### src/rtl/shc_pkg.sv
package shc_pkg;

    localparam logic [2:0] OP_HOLD  = 3'b000;
    localparam logic [2:0] OP_LOAD  = 3'b001;
    localparam logic [2:0] OP_SHL   = 3'b010;
    localparam logic [2:0] OP_SHR   = 3'b011;
    localparam logic [2:0] OP_CLEAR = 3'b100;

    typedef enum logic [1:0] {
        MD_LOGIC = 2'b00,
        MD_ARITH = 2'b01,
        MD_ROT   = 2'b10,
        MD_SER   = 2'b11
    } mode_e;

    // one-hot action strobes; all zero means hold
    typedef struct packed {
        logic clr;
        logic ld;
        logic shl;
        logic shr;
    } ctl_t;

    // bits entering the register at each end
    typedef struct packed {
        logic lo;
        logic hi;
    } fill_t;

    function automatic ctl_t decode_op(input logic [2:0] op);
        ctl_t c;
        c = '0;
        case (op)
            OP_LOAD:  c.ld  = 1'b1;
            OP_SHL:   c.shl = 1'b1;
            OP_SHR:   c.shr = 1'b1;
            OP_CLEAR: c.clr = 1'b1;
            default:  c = '0;
        endcase
        return c;
    endfunction

    // bit entering at bit 0 on a left shift
    function automatic logic left_fill(input mode_e m, input logic msb, input logic sin);
        case (m)
            MD_ROT:  return msb;
            MD_SER:  return sin;
            default: return 1'b0;
        endcase
    endfunction

    // bit entering at the top on a right shift
    function automatic logic right_fill(input mode_e m, input logic msb,
                                        input logic lsb, input logic sin);
        case (m)
            MD_ARITH: return msb;
            MD_ROT:   return lsb;
            MD_SER:   return sin;
            default:  return 1'b0;
        endcase
    endfunction

endpackage

### src/rtl/shc_decode.sv
module shc_decode
    import shc_pkg::*;
(
    input  logic [2:0] op_i,
    output ctl_t       ctl_o
);
    always_comb ctl_o = decode_op(op_i);
endmodule

### src/rtl/shc_edge.sv
module shc_edge
    import shc_pkg::*;
(
    input  logic [1:0] mode_i,
    input  logic       msb_i,
    input  logic       lsb_i,
    input  logic       ser_i,
    output fill_t      fill_o
);
    mode_e mode;

    always_comb begin
        mode      = mode_e'(mode_i);
        fill_o.lo = left_fill(mode, msb_i, ser_i);
        fill_o.hi = right_fill(mode, msb_i, lsb_i, ser_i);
    end
endmodule

### src/rtl/shc_bit_cell.sv
module shc_bit_cell
    import shc_pkg::*;
(
    input  logic clk,
    input  logic rst,
    input  ctl_t ctl_i,
    input  logic load_i,
    input  logic from_lo_i,
    input  logic from_hi_i,
    output logic q_o
);
    logic nxt;

    always_comb begin
        nxt = q_o;
        if (ctl_i.clr)      nxt = 1'b0;
        else if (ctl_i.ld)  nxt = load_i;
        else if (ctl_i.shl) nxt = from_lo_i;
        else if (ctl_i.shr) nxt = from_hi_i;
    end

    always_ff @(posedge clk) begin
        if (rst) q_o <= 1'b0;
        else     q_o <= nxt;
    end
endmodule

### src/rtl/shc_carry.sv
module shc_carry
    import shc_pkg::*;
(
    input  logic clk,
    input  logic rst,
    input  ctl_t ctl_i,
    input  logic msb_i,
    input  logic lsb_i,
    output logic carry_o
);
    always_ff @(posedge clk) begin
        if (rst || ctl_i.clr) carry_o <= 1'b0;
        else if (ctl_i.shl)   carry_o <= msb_i;
        else if (ctl_i.shr)   carry_o <= lsb_i;
    end
endmodule

### src/rtl/shc_shifter.sv
module shc_shifter
    import shc_pkg::*;
#(
    parameter int WIDTH = 4
) (
    input  logic             clk,
    input  logic             rst,
    input  logic [2:0]       op_i,
    input  logic [1:0]       mode_i,
    input  logic [WIDTH-1:0] par_i,
    input  logic             ser_i,
    output logic [WIDTH-1:0] par_o,
    output logic             ser_o,
    output logic             carry_o
);
    localparam int MSB = WIDTH - 1;

    ctl_t  ctl;
    fill_t fill;

    shc_decode u_dec (
        .op_i  (op_i),
        .ctl_o (ctl)
    );

    shc_edge u_edge (
        .mode_i (mode_i),
        .msb_i  (par_o[MSB]),
        .lsb_i  (par_o[0]),
        .ser_i  (ser_i),
        .fill_o (fill)
    );

    for (genvar i = 0; i < WIDTH; i++) begin : g_bit
        logic lo_src;
        logic hi_src;

        if (i == 0) begin : g_lo_end
            assign lo_src = fill.lo;
        end else begin : g_lo_mid
            assign lo_src = par_o[i-1];
        end

        if (i == MSB) begin : g_hi_end
            assign hi_src = fill.hi;
        end else begin : g_hi_mid
            assign hi_src = par_o[i+1];
        end

        shc_bit_cell u_cell (
            .clk       (clk),
            .rst       (rst),
            .ctl_i     (ctl),
            .load_i    (par_i[i]),
            .from_lo_i (lo_src),
            .from_hi_i (hi_src),
            .q_o       (par_o[i])
        );
    end

    shc_carry u_carry (
        .clk     (clk),
        .rst     (rst),
        .ctl_i   (ctl),
        .msb_i   (par_o[MSB]),
        .lsb_i   (par_o[0]),
        .carry_o (carry_o)
    );

    assign ser_o = par_o[0];

endmodule

### config.mk
export PLATFORM = sky130hd
export DESIGN_NAME = shc_shifter
export DESIGN_NICKNAME = d
export VERILOG_FILES = /design/src/rtl/shc_pkg.sv /design/src/rtl/shc_decode.sv /design/src/rtl/shc_edge.sv /design/src/rtl/shc_bit_cell.sv /design/src/rtl/shc_carry.sv /design/src/rtl/shc_shifter.sv
export SDC_FILE = /design/constraint.sdc
export NUM_CORES = 1
export LEC_CHECK = 0
export BUFFER_PORTS_ARGS = -buffer_cell sky130_fd_sc_hd__buf_2
export CAP_MARGIN = 30
export CORE_AREA = 2 2 39 41
export CTS_CLUSTER_DIAMETER = 30
export DETAILED_ROUTE_END_ITERATION = 10
export DIE_AREA = 0 0 41 43
export PLACE_DENSITY = 0.57
export SYNTH_ARGS = -nofsm -noshare
export SYNTH_HDL_FRONTEND = slang
export SYNTH_SLANG_ARGS = --single-unit
### constraint.sdc
create_clock -name clk -period 1.5 [get_ports clk]
set_input_delay 0.075 -clock clk [delete_from_list [all_inputs] [get_ports clk]]
set_output_delay 0.075 -clock clk [all_outputs]
set_load 0.05 [all_outputs]
=== Word level (Yosys, flattened, before mapping) ===
Cells that the tools add are included.
W data, S select, Z words.

* Reductions and logical operators: 5
* Equality and inequality tests: 8
* Muxes and demuxes: 20

{| class="wikitable"
|+ Operator list
! operator !! count
|-
| $mux W1 || 18
|-
| $eq A3 B2 Y1 const B || 2
|-
| $eq A2 B2 Y1 const B || 2
|-
| $eq A3 B1 Y1 const B || 1
|-
| $eq A3 B3 Y1 const B || 1
|-
| $ne A3 B3 Y1 const B || 1
|-
| $pmux W1 S3 || 1
|-
| $reduce_bool A3 Y1 || 1
|-
| $eq A2 B1 Y1 const B || 1
|-
| $pmux W1 S2 || 1
|-
| $reduce_and A2 Y1 || 1
|-
| $reduce_bool A2 Y1 || 1
|-
| $reduce_or A2 Y1 || 1
|-
| $logic_or A1 B1 Y1 || 1
|}

* Logic and storage cells: 38
* Register bits: 5
* Output and inout port bits: 6

=== Logic depth before layout (Yosys ltp) ===
Gate-level depths: netlist (run 1).

* Depth after elaboration: 5
* Depth in mapped cells: 5
* Gate-level depth less buffers: 4

=== Cells and area by module ===
Synthesis (run 1) repeated with hierarchy kept, for this count alone.

* Cell total of the unflattened synthesis: 46
* Area, all modules: 437.9 sq um

{| class="wikitable"
|+ By module, submodules not included
! module !! cells each !! seq. area each (sq um) !! times used !! area an instance (sq um)
|-
| shc_bit_cell || 7 || 20.0 || 4 || 70.1
|-
| shc_carry || 5 || 20.0 || 1 || 55.1
|-
| shc_edge || 5 || 0.0 || 1 || 40.0
|-
| shc_decode || 4 || 0.0 || 1 || 32.5
|-
| shc_shifter || 4 || 0.0 || 1 || 30.0
|}

=== Worst setup path after synthesis (run 1) ===
No wires, ideal clock.

* Path kind: flip-flop to flip-flop
* Start point: register g_bit[0].u_cell.q_o
* End point: register g_bit[3].u_cell.q_o
* Cell stages (with the launch flop): 5
* Setup slack: 0.141 ns
* Required time: 1.378 ns
* Clock period less this slack: 1.359 ns
* Arrival time: 1.237 ns
* Path through: dfxtp_1 > mux2_1 > nand2_1 > a21oi_1 > o311a_1

* Word-level cells in the longest chain between the ends: 4

{| class="wikitable"
|+ Ends and longest elaborated chain
! element !! line !! RTL
|-
| start: declaration || shc_bit_cell.sv:10 || <nowiki>output logic q_o</nowiki>
|-
| start signal: assignment || shc_bit_cell.sv:24 || <nowiki>else q_o <= nxt;</nowiki>
|-
| $pmux W1 S3 || shc_pkg.sv:55 || <nowiki>case (m)</nowiki>
|-
| $mux W1 || shc_bit_cell.sv:19 || <nowiki>else if (ctl_i.shr) nxt = from_hi_i;</nowiki>
|-
| $mux W1 || shc_bit_cell.sv:18 || <nowiki>else if (ctl_i.shl) nxt = from_lo_i;</nowiki>
|-
| $mux W1 || shc_bit_cell.sv:17 || <nowiki>else if (ctl_i.ld) nxt = load_i;</nowiki>
|-
| end signal: assignment || shc_bit_cell.sv:24 ||
|-
| end: declaration || shc_bit_cell.sv:10 ||
|}

Every way passes these cells. The select of a mux whose other input is x is not followed.
A chain may end at the register's enable or synchronous reset.

=== Final worst setup path (run 1) ===
Ends and elaborated chain as after synthesis.

==> results of run 1 <==
worst max path at each step:
stage | start | to | slack (ns) | cells after the start
final | g_bit[0].u_cell.q_o$_SDFFE_PP0P_ | g_bit[3].u_cell.q_o$_SDFFE_PP0P_ | 0.33 | 4
after floorplan | g_bit[0].u_cell.q_o$_SDFFE_PP0P_ | g_bit[3].u_cell.q_o$_SDFFE_PP0P_ | 0.14 | 4
after global placement | g_bit[0].u_cell.q_o$_SDFFE_PP0P_ | g_bit[3].u_cell.q_o$_SDFFE_PP0P_ | 0.36 | 4
after detailed placement | g_bit[0].u_cell.q_o$_SDFFE_PP0P_ | g_bit[3].u_cell.q_o$_SDFFE_PP0P_ | 0.34 | 4
after CTS | g_bit[0].u_cell.q_o$_SDFFE_PP0P_ | g_bit[3].u_cell.q_o$_SDFFE_PP0P_ | 0.33 | 4
after global routing | g_bit[0].u_cell.q_o$_SDFFE_PP0P_ | g_bit[3].u_cell.q_o$_SDFFE_PP0P_ | 0.25 | 4
kinds of logic (layout without fill, tap and decap cells):
logic type / after synthesis / in the layout
xor gates and xnor gates: 1 / 1
DFF: 5 / 5
muxes: 5 / 5
AOI/OAI and AO/OA: 16 / 16
buffers and inverters: 9 / 24
and+or+nand+nor: 16 / 16
cells in the final DEF, fill, tap and decap left out, types with 2 or more instances in the layout:
| cell | Yosys | final |
|---|---|---|
| nor2_1 | 5 | 5 |
| a21oi_1 | 5 | 5 |
| inv_1 | 2 | 2 |
| o22ai_1 | 2 | 2 |
| buf_2 | 0 | 17 |
| dfxtp_1 | 5 | 5 |
| o311ai_1 | 2 | 2 |
| nand3b_1 | 2 | 2 |
| nand2b_1 | 2 | 2 |
| mux2i_1 | 4 | 4 |
| nand2_1 | 4 | 4 |
| clkbuf_4 | 0 | 3 |
metal layers:
layer | global-route usage | up-vias | share of wire
li1 | - | 215 | -
met1 | 0.1314 | 173 | 0.45
met2 | 0.1750 | 13 | 0.46
met3 | 0.04712 | 0 | 0.086
met4 | 0.08000 | 0 | 0
met5 | 0 | - | 0
power groups by stage:
stage | Sequential, mW | Clock (mW) | Combinational, mW
final | 0.150 | 0.154 | 0.120
after global routing | 0.151 | 0.167 | 0.131
after CTS | 0.150 | 0.162 | 0.121
after detailed placement | 0.153 | 0 | 0.121
after global placement | 0.152 | 0 | 0.122
after floorplan | 0.161 | 0 | 0.0878
metrics by stage:
stage	hold slack [ns]	setup WS [ns]	power [mW]
6_report	0.04095	0.3346	0.4242
5_1_grt	0.03610	0.2523	0.4500
4_1_cts	0.03493	0.3310	0.4326
3_5_place_dp	0.2948	0.3379	0.2732
3_3_place_gp	0.2877	0.3650	0.2741
2_1_floorplan	0.1441	0.1409	0.2486
registers in the layout (all words and copies together) (netlist names):
| register | cells |
|---|---|
| g_bit.u_cell.q_o | 4 |
| u_carry.carry_o | 1 |
layout make-up:
type | count | area [sq um]
clock buffers | 4 | 26.28
fillers | 161 | 888.4
inverters | 3 | 11.26
multi-input cells | 38 | 252.7
flip-flops and latches | 5 | 100.1
well taps | 16 | 20.02
repair buffers | 17 | 85.08
synthesized netlist by cell type (2+ instances only):
master / number
nand3b_1: 2
mux2i_1: 4
dfxtp_1: 5
o311ai_1: 2
nor2_1: 5
inv_1: 2
nand2b_1: 2
buf_4: 5
o22ai_1: 2
nand2_1: 4
a21oi_1: 5
==> results.txt, run 1 <==
* Hold depth: 2
* Xor/xnor cell area share of the yosys netlist: 0.02121
* Net switching power: 0.1373 mW
* Fraction of layout instances using a drive strength above 1: 0.3134
- Post-synthesis register bit count: 5
* Final period util: 0.7769
- Power per cell area: 856.2 nW/um^2
* Data required time of the critical path: 1.63 ns
* Crit path buf inv count: 0
- Of the total power, the share spent switching nets is 0.3237.
- Area share of the largest cell type after synthesis: 0.2424
- Port buffering added 17 buffers.
* Basic-gate share of the synthesized area counting and, or, nand and nor cells: 0.1970
* Via density per instance: 4.831
- Non-filler cells, final: 83
* EDFF count, synth: 0
* Static Leak: 0.2440 nW
- Final min period: 1.165 ns
- In this run the critical register-to-register path is launched from g_bit[0].u_cell.q_o$_SDFFE_PP0P_.
* Vertical die dimension: 43 um
- Routability cong.: 0.6852
* Worst Path Max Fanout: 7
- Dominant combinational cell family by area after synthesis: compound AO/OA/AOI/OAI gates
* CP Capture Type: register
- Number of instances in the placed design: 79
* # Post-CTS Setup Buffers: 0
* Synthesized instance count: 52
* Class of the worst hold path: input port to register
- Worst Skew: 0.005993 ns
* CTS tree: done
- Final standard cell utilization of the core: 0.3580
- Setup repair after global routing left no endpoint under its margin.
- Critical path class: register to register
- The initial antenna violation count was 0.
- 0 antenna diodes ended up in the layout.
- Post-cts hold buffer count: 0
* Maximum number of pins on one net before global-route repair: 13
- In the post-synthesis netlist, the biggest area contributors are dfxtp_1 (24%), mux2i_1 (9.7%), buf_4 (9.1%), a21oi_1 (6.1%), nor2_1 (4.5%).
- Number of nets in the final layout: 80
* Overall routing resource usage: 0.1184
- After detailed routing, the average wire length per cell comes to 10.82 um.
* Internal cell power: 0.2869 mW
* Leftover overflow at the end of global routing: 0
* Setup violators final: 0
- Of the total power, registers draw 0.353.
* CTS HTree Levels: 1
- Capturing point of the worst reg2reg path: g_bit[3].u_cell.q_o$_SDFFE_PP0P_
- P&R area growth vs syn: 20.00%
* CTS resizes: 0
- Number of endpoints with negative hold slack in the final report: 0
- Number of vias after detailed routing: 401
* Synthesized netlist net count: 64
- Measured against the total synthesized area, the mux share comes to 0.1242.
* DRT iter0 DRCs: 8
- For this run, the register share of the synthesized area comes to 0.2424.
- For this run, the slowest stage of the critical path takes 0.35 ns.
- Most used DFF post-synth: dfxtp_1
- Reg2reg setup slack: 0.33 ns
* Clock Power Share: 0.364
* Fraction of the mapped netlist area in compound gates: 0.2697
* Wire length of the first global-routing pass: 1380 um
* Launching element type of the critical path: register
- Result of the run: complete, no violations
* Final wirelength: 898 um
* Data arrival at the endpoint of the critical path: 1.29 ns
* Initial core utilization: 0.2984
- Derived from the worst setup path, the maximum achievable clock frequency is 858.1 MHz.
- Yosys warns: 0
- Clock tree synthesis found a total of 5 sinks.
- Die outline area: 1763 sq um
- Max_cap viols: 0
* Kind of cell adding the most delay to the critical path: flip-flops
* Critical hold path startpoint: rst
- Synth cell types: 25
* Count of TritonRoute iterations in the first routing pass: 3
* Clock root buffer: clkbuf_4
- For this run, design rule violations remaining after detail routing come to 0.
- Number of clock buffers inserted by TritonCTS: 3
- Remaining antenna violation count after routing: 0
- The clock reaches the later pin of the worst-skew pair after 0.24 ns.
* Core footprint: 1384 sq um
- Of the total synthesized cell area, the portion taken by full adders, half adders and majority gates is 0.
- For this run, asynchronously set or reset flops after synthesis account for 0.
* Dpl hpwl: 713.7 um
- 18 I/O pins were placed.
- Of the total power, combinational logic draws 0.283.
- Measured against its own limit, the worst slew margin works out to 0.8330.
- Clock-pin slew on the worst setup and hold paths: 0.05 ns
* Slowest cell on the critical path: dfxtp_1
* Pins Over Slew Limit: 0
* Worst ir drop on vdd: 0.2689 mV
* CTS Buffer Depth: 2
* Final design area excluding fillers: 495.5 sq um
* Biggest area consumer among synthesized cells: dfxtp_1
- Slew of the pin with the lowest slew margin: 0.2466 ns
- The die is 41 um wide.
* # rows: 14
- Worst hold path endpoint: g_bit[0].u_cell.q_o$_SDFFE_PP0P_
* Netlist area before placement: 412.9 sq um
* Cell Chain, Critical Path: mux2_1, nand2_1, a21oi_1, o311a_1
* Logic depth of the worst register-to-register path: 4
- Aggregate negative setup slack: 0 ns
- Mean area per synthesized cell: 7.940 sq um
- The via count of the first global-routing pass is 350.
- The placed instances occupy a cell area of 469.2 sq um.
(Power assumes the default switching activity.)
==> run 2, diff against run 1 <==
ABC_AREA = 1   (was unset)
PLACE_DENSITY = 0.6   (was 0.57)
clock period = 1 ns   (was 1.5 ns; I/O delays follow)
==> results.txt, run 2 <==
- The detailed-routing iteration count for the pre-antenna-repair pass is 4 (+1).
- The clock period could shrink to 0.9337 ns.
* Final design area excluding fillers: 536.8 sq um (+8.3%)
- Data arrival at the endpoint of the critical path: 0.88 ns (-0.41 ns)
- Maximum number of pins on one net before global-route repair: 9 (-4)
- The initial antenna violation count came to 0 (unchanged).
- Counting instances in the post-synthesis netlist gives the leading cell types as nand2_1 (10), nand3_1 (8), nor2_1 (6).
- Die outline area: 1763 sq um (unchanged)
- The library cell used most frequently in the layout, excluding fill and tap cells, is buf_2.
- Netlist area before placement: 426.7 sq um (+3.3%)
- Via count of the first global-routing pass: 416 (+19%)
- The required time at the worst-slack endpoint was 0.95 ns (-0.68 ns).
- The total inserted antenna cells came to 0 (unchanged).
- Synthesized netlist net count: 74 (+16%)
- The count of pins over their slew limit was 0 (unchanged).
- The number of setup violations in the final report is 0 (unchanged).
* Worst Path Max Fanout: 4 (-3)
- The cell area after placement was 503.0 sq um (+7.2%).
- CTS HTree Levels: 1 (unchanged)
* Dpl hpwl: 752.1 um (+5.4%)
- Compared with the post-synthesis result, the final layout area differs by 25.81%.
* Static Leak: 0.2617 nW (+7.3%)
- Kind of cell adding the most delay to the critical path: flip-flops
- Leftover overflow at the end of global routing: 0 (unchanged)
- Flip-flop count of the largest register after layout: 4 (unchanged)
- Clock root buffer: clkbuf_4
- The detail-routed net length per standard cell is 9.768 um (-9.7%).
- The boundary pin count came to 18 (unchanged).
- Slew of the pin with the lowest slew margin: 0.2510 ns (+0.004460 ns)
* Most used DFF post-synth: dfxtp_1
- Vertical die dimension: 43 um (unchanged)
* Cell types occupying the most area after synthesis: dfxtp_1 (23%), nand3_1 (9.4%), nand2_1 (8.8%), nand3_4 (8.2%), buf_4 (7.0%)
- The starting DRC count in detailed routing is 10 (+2).
- Routability cong.: 0.7506 (+9.5%)
- The clock tree buffer depth was 2 (unchanged).
- The critical path is of the register to output port type.
- Wire length of the first global-routing pass: 1538 um (+11%)
- Post-synthesis register bit count: 5 (unchanged)
- The post-synthesis async set-or-reset flop share came to 0 (unchanged).
- The core area came to 1384 sq um (unchanged).
- The count of synthesis-stage warnings from yosys is 0 (unchanged).
* Number of remaining DRC errors: 0 (unchanged)
- Synth cell types: 18 (-28%)
- EDFF count, synth: 0 (unchanged)
* Result of the run: complete, no violations
* Launching element type of the critical path: register
- Number of nets in the final layout: 92 (+15%)
- By instance count, the leading cell after synthesis is nand2_1.
* Mean area per synthesized cell: 6.882 sq um (-13%)
- Number of endpoints with negative hold slack in the final report: 0 (unchanged)
- The sequential area share after synthesis is 0.2346 (-0.007820).
- Max_cap viols: 0 (unchanged)
* Slowest cell on the critical path: dfxtp_1
- The total CTS buffers was 3 (unchanged).
* # rows: 14 (unchanged)
- The relative max-transition margin was 0.8338 (about the same).
* Biggest area consumer among synthesized cells: dfxtp_1
- Fraction of layout instances using a drive strength above 1: 0.4177 (+0.1043)
- The portion of synthesized cell area occupied by the leading cell type came to 0.2346 (-0.007820).
- Leading cell types in the layout, fill and taps excluded: buf_2 (14), nand2_1 (10), nand3_1 (8)
* Biggest registers after layout: g_bit.u_cell.q_o x4, u_carry.carry_o x1
* Clock latency reported for the late side of the worst-skew pair: 0.25 ns (about the same)
- The peak supply drop is 0.9025 mV (+240%).
- The critical path goes through buf_2.
- Via density per instance: 4.800 (-0.65%)
- CTS sink cnt: 5 (unchanged)
* Crit path buf inv count: 1 (+1)
- The total global-route track usage came to 0.1354 (+0.01705).
- CP Capture Type: output port
- Final period util: 0.9337
- Aggregate negative setup slack: 0 ns (unchanged)
* Register ranked first by flip-flop count: g_bit.u_cell.q_o
- Synthesized instance count: 62 (+19%)
- Number of vias after detailed routing: 456 (+14%)
- Setup repair after global routing left no endpoint under its margin.
* Class of the worst hold path: input port to register
- The detailed-route wire length came to 928 um (+3.3%).
- Number of buffer cells added on primary ports: 17 (unchanged)
- Max frequency: 1071 MHz
- The initial standard-cell utilization of the core came to 0.3083 (+0.009946).
* Width of the die: 41 um (unchanged)
- Remaining antenna violation count after routing: 0 (unchanged)
- The clock skew after layout came to 0.004898 ns (-0.001094 ns).
* Clock-pin slew on the worst setup and hold paths: 0.05 ns (about the same)
- CTS tree: done
- Power per cell area: 1299 nW/um^2 (+52%)
* Delay of the slowest critical-path stage: 0.36 ns (about the same)
==> run 2: cell types whose count changed after synthesis, moves of 4 or more <==
cell     previous run  this run
nand2_1             4        10
o21ai_1             0         5
nand3_1             0         8
mux2i_1             4         0
inv_2               0         5
==> run 2: metrics by stage <==
stage	power, mW	worst slack (ns)	std cells	hold slack (ns)	util
after floorplan	0.4103	0.04441	62	0.2054	-
after global placement	0.4582	0.1344	91	0.3455	0.3635
after detailed placement	0.4584	0.1182	91	0.3460	0.3635
after CTS	0.7058	0.02894	95	0.08560	0.3825
after global routing	0.7652	0.005779	95	0.07217	0.3879
final	0.6975	0.06628	95	0.08648	0.3879
==> run 2: cell families after synthesis <==
| kind of cell | synth area share |
|---|---|
| and+or+nand+nor | 0.3725 |
| DFF | 0.2346 |
| AOI/OAI and AO/OA | 0.2434 |
| buffers and inverters | 0.1496 |
==> run 2: final cells by class <==
type | instances | area (sq um)
Clock buffer | 4 | 26.28
Inverter | 9 | 33.78
Fill cell | 152 | 847.1
Tap cell | 16 | 20.02
Timing Repair Buffer | 17 | 92.59
Multi-Input combinational cell | 44 | 262.8
Sequential cell | 5 | 101.3
==> run 2: repair_timing <==
action,in CTS,in global routing
setup endpoints to repair,0,3
setup buffers,0,0
resized for setup,0,3
hold buffers,0,0
==> run 2: worst paths after layout <==
path / startpoint / to / slack [ns] / depth (start not counted)
hold / removal: rst / g_bit[3].u_cell.q_o$_SDFFE_PP0P_ / 0.09 / 4
hold reg to reg: u_carry.carry_o$_SDFFE_PP0P_ / u_carry.carry_o$_SDFFE_PP0P_ / 0.52 / 2
setup reg to reg: g_bit[0].u_cell.q_o$_SDFFE_PP0P_ / g_bit[3].u_cell.q_o$_SDFFE_PP0P_ / 0.17 / 6
setup / recovery: g_bit[1].u_cell.q_o$_SDFFE_PP0P_ / par_o[1] / 0.07 / 1
==> run 2: power by group <==
group	internal (mW)	leakage (nW)	switching (mW)
logic	0.0758	0.205	0.153
registers	0.216	0.0415	0.0141
clock network	0.151	0.0150	0.0875
total	0.443	0.262	0.255
==> run 2: layer usage <==
| layer | global-route usage | up-vias | part of all wire |
|---|---|---|---|
| met2 | 0.2031 | 17 | 0.47 |
| li1 | - | 238 | - |
| met4 | 0.08000 | 0 | 0.027 |
| met1 | 0.1282 | 197 | 0.41 |
| met5 | 0 | - | 0 |
| met3 | 0.09424 | 4 | 0.093 |
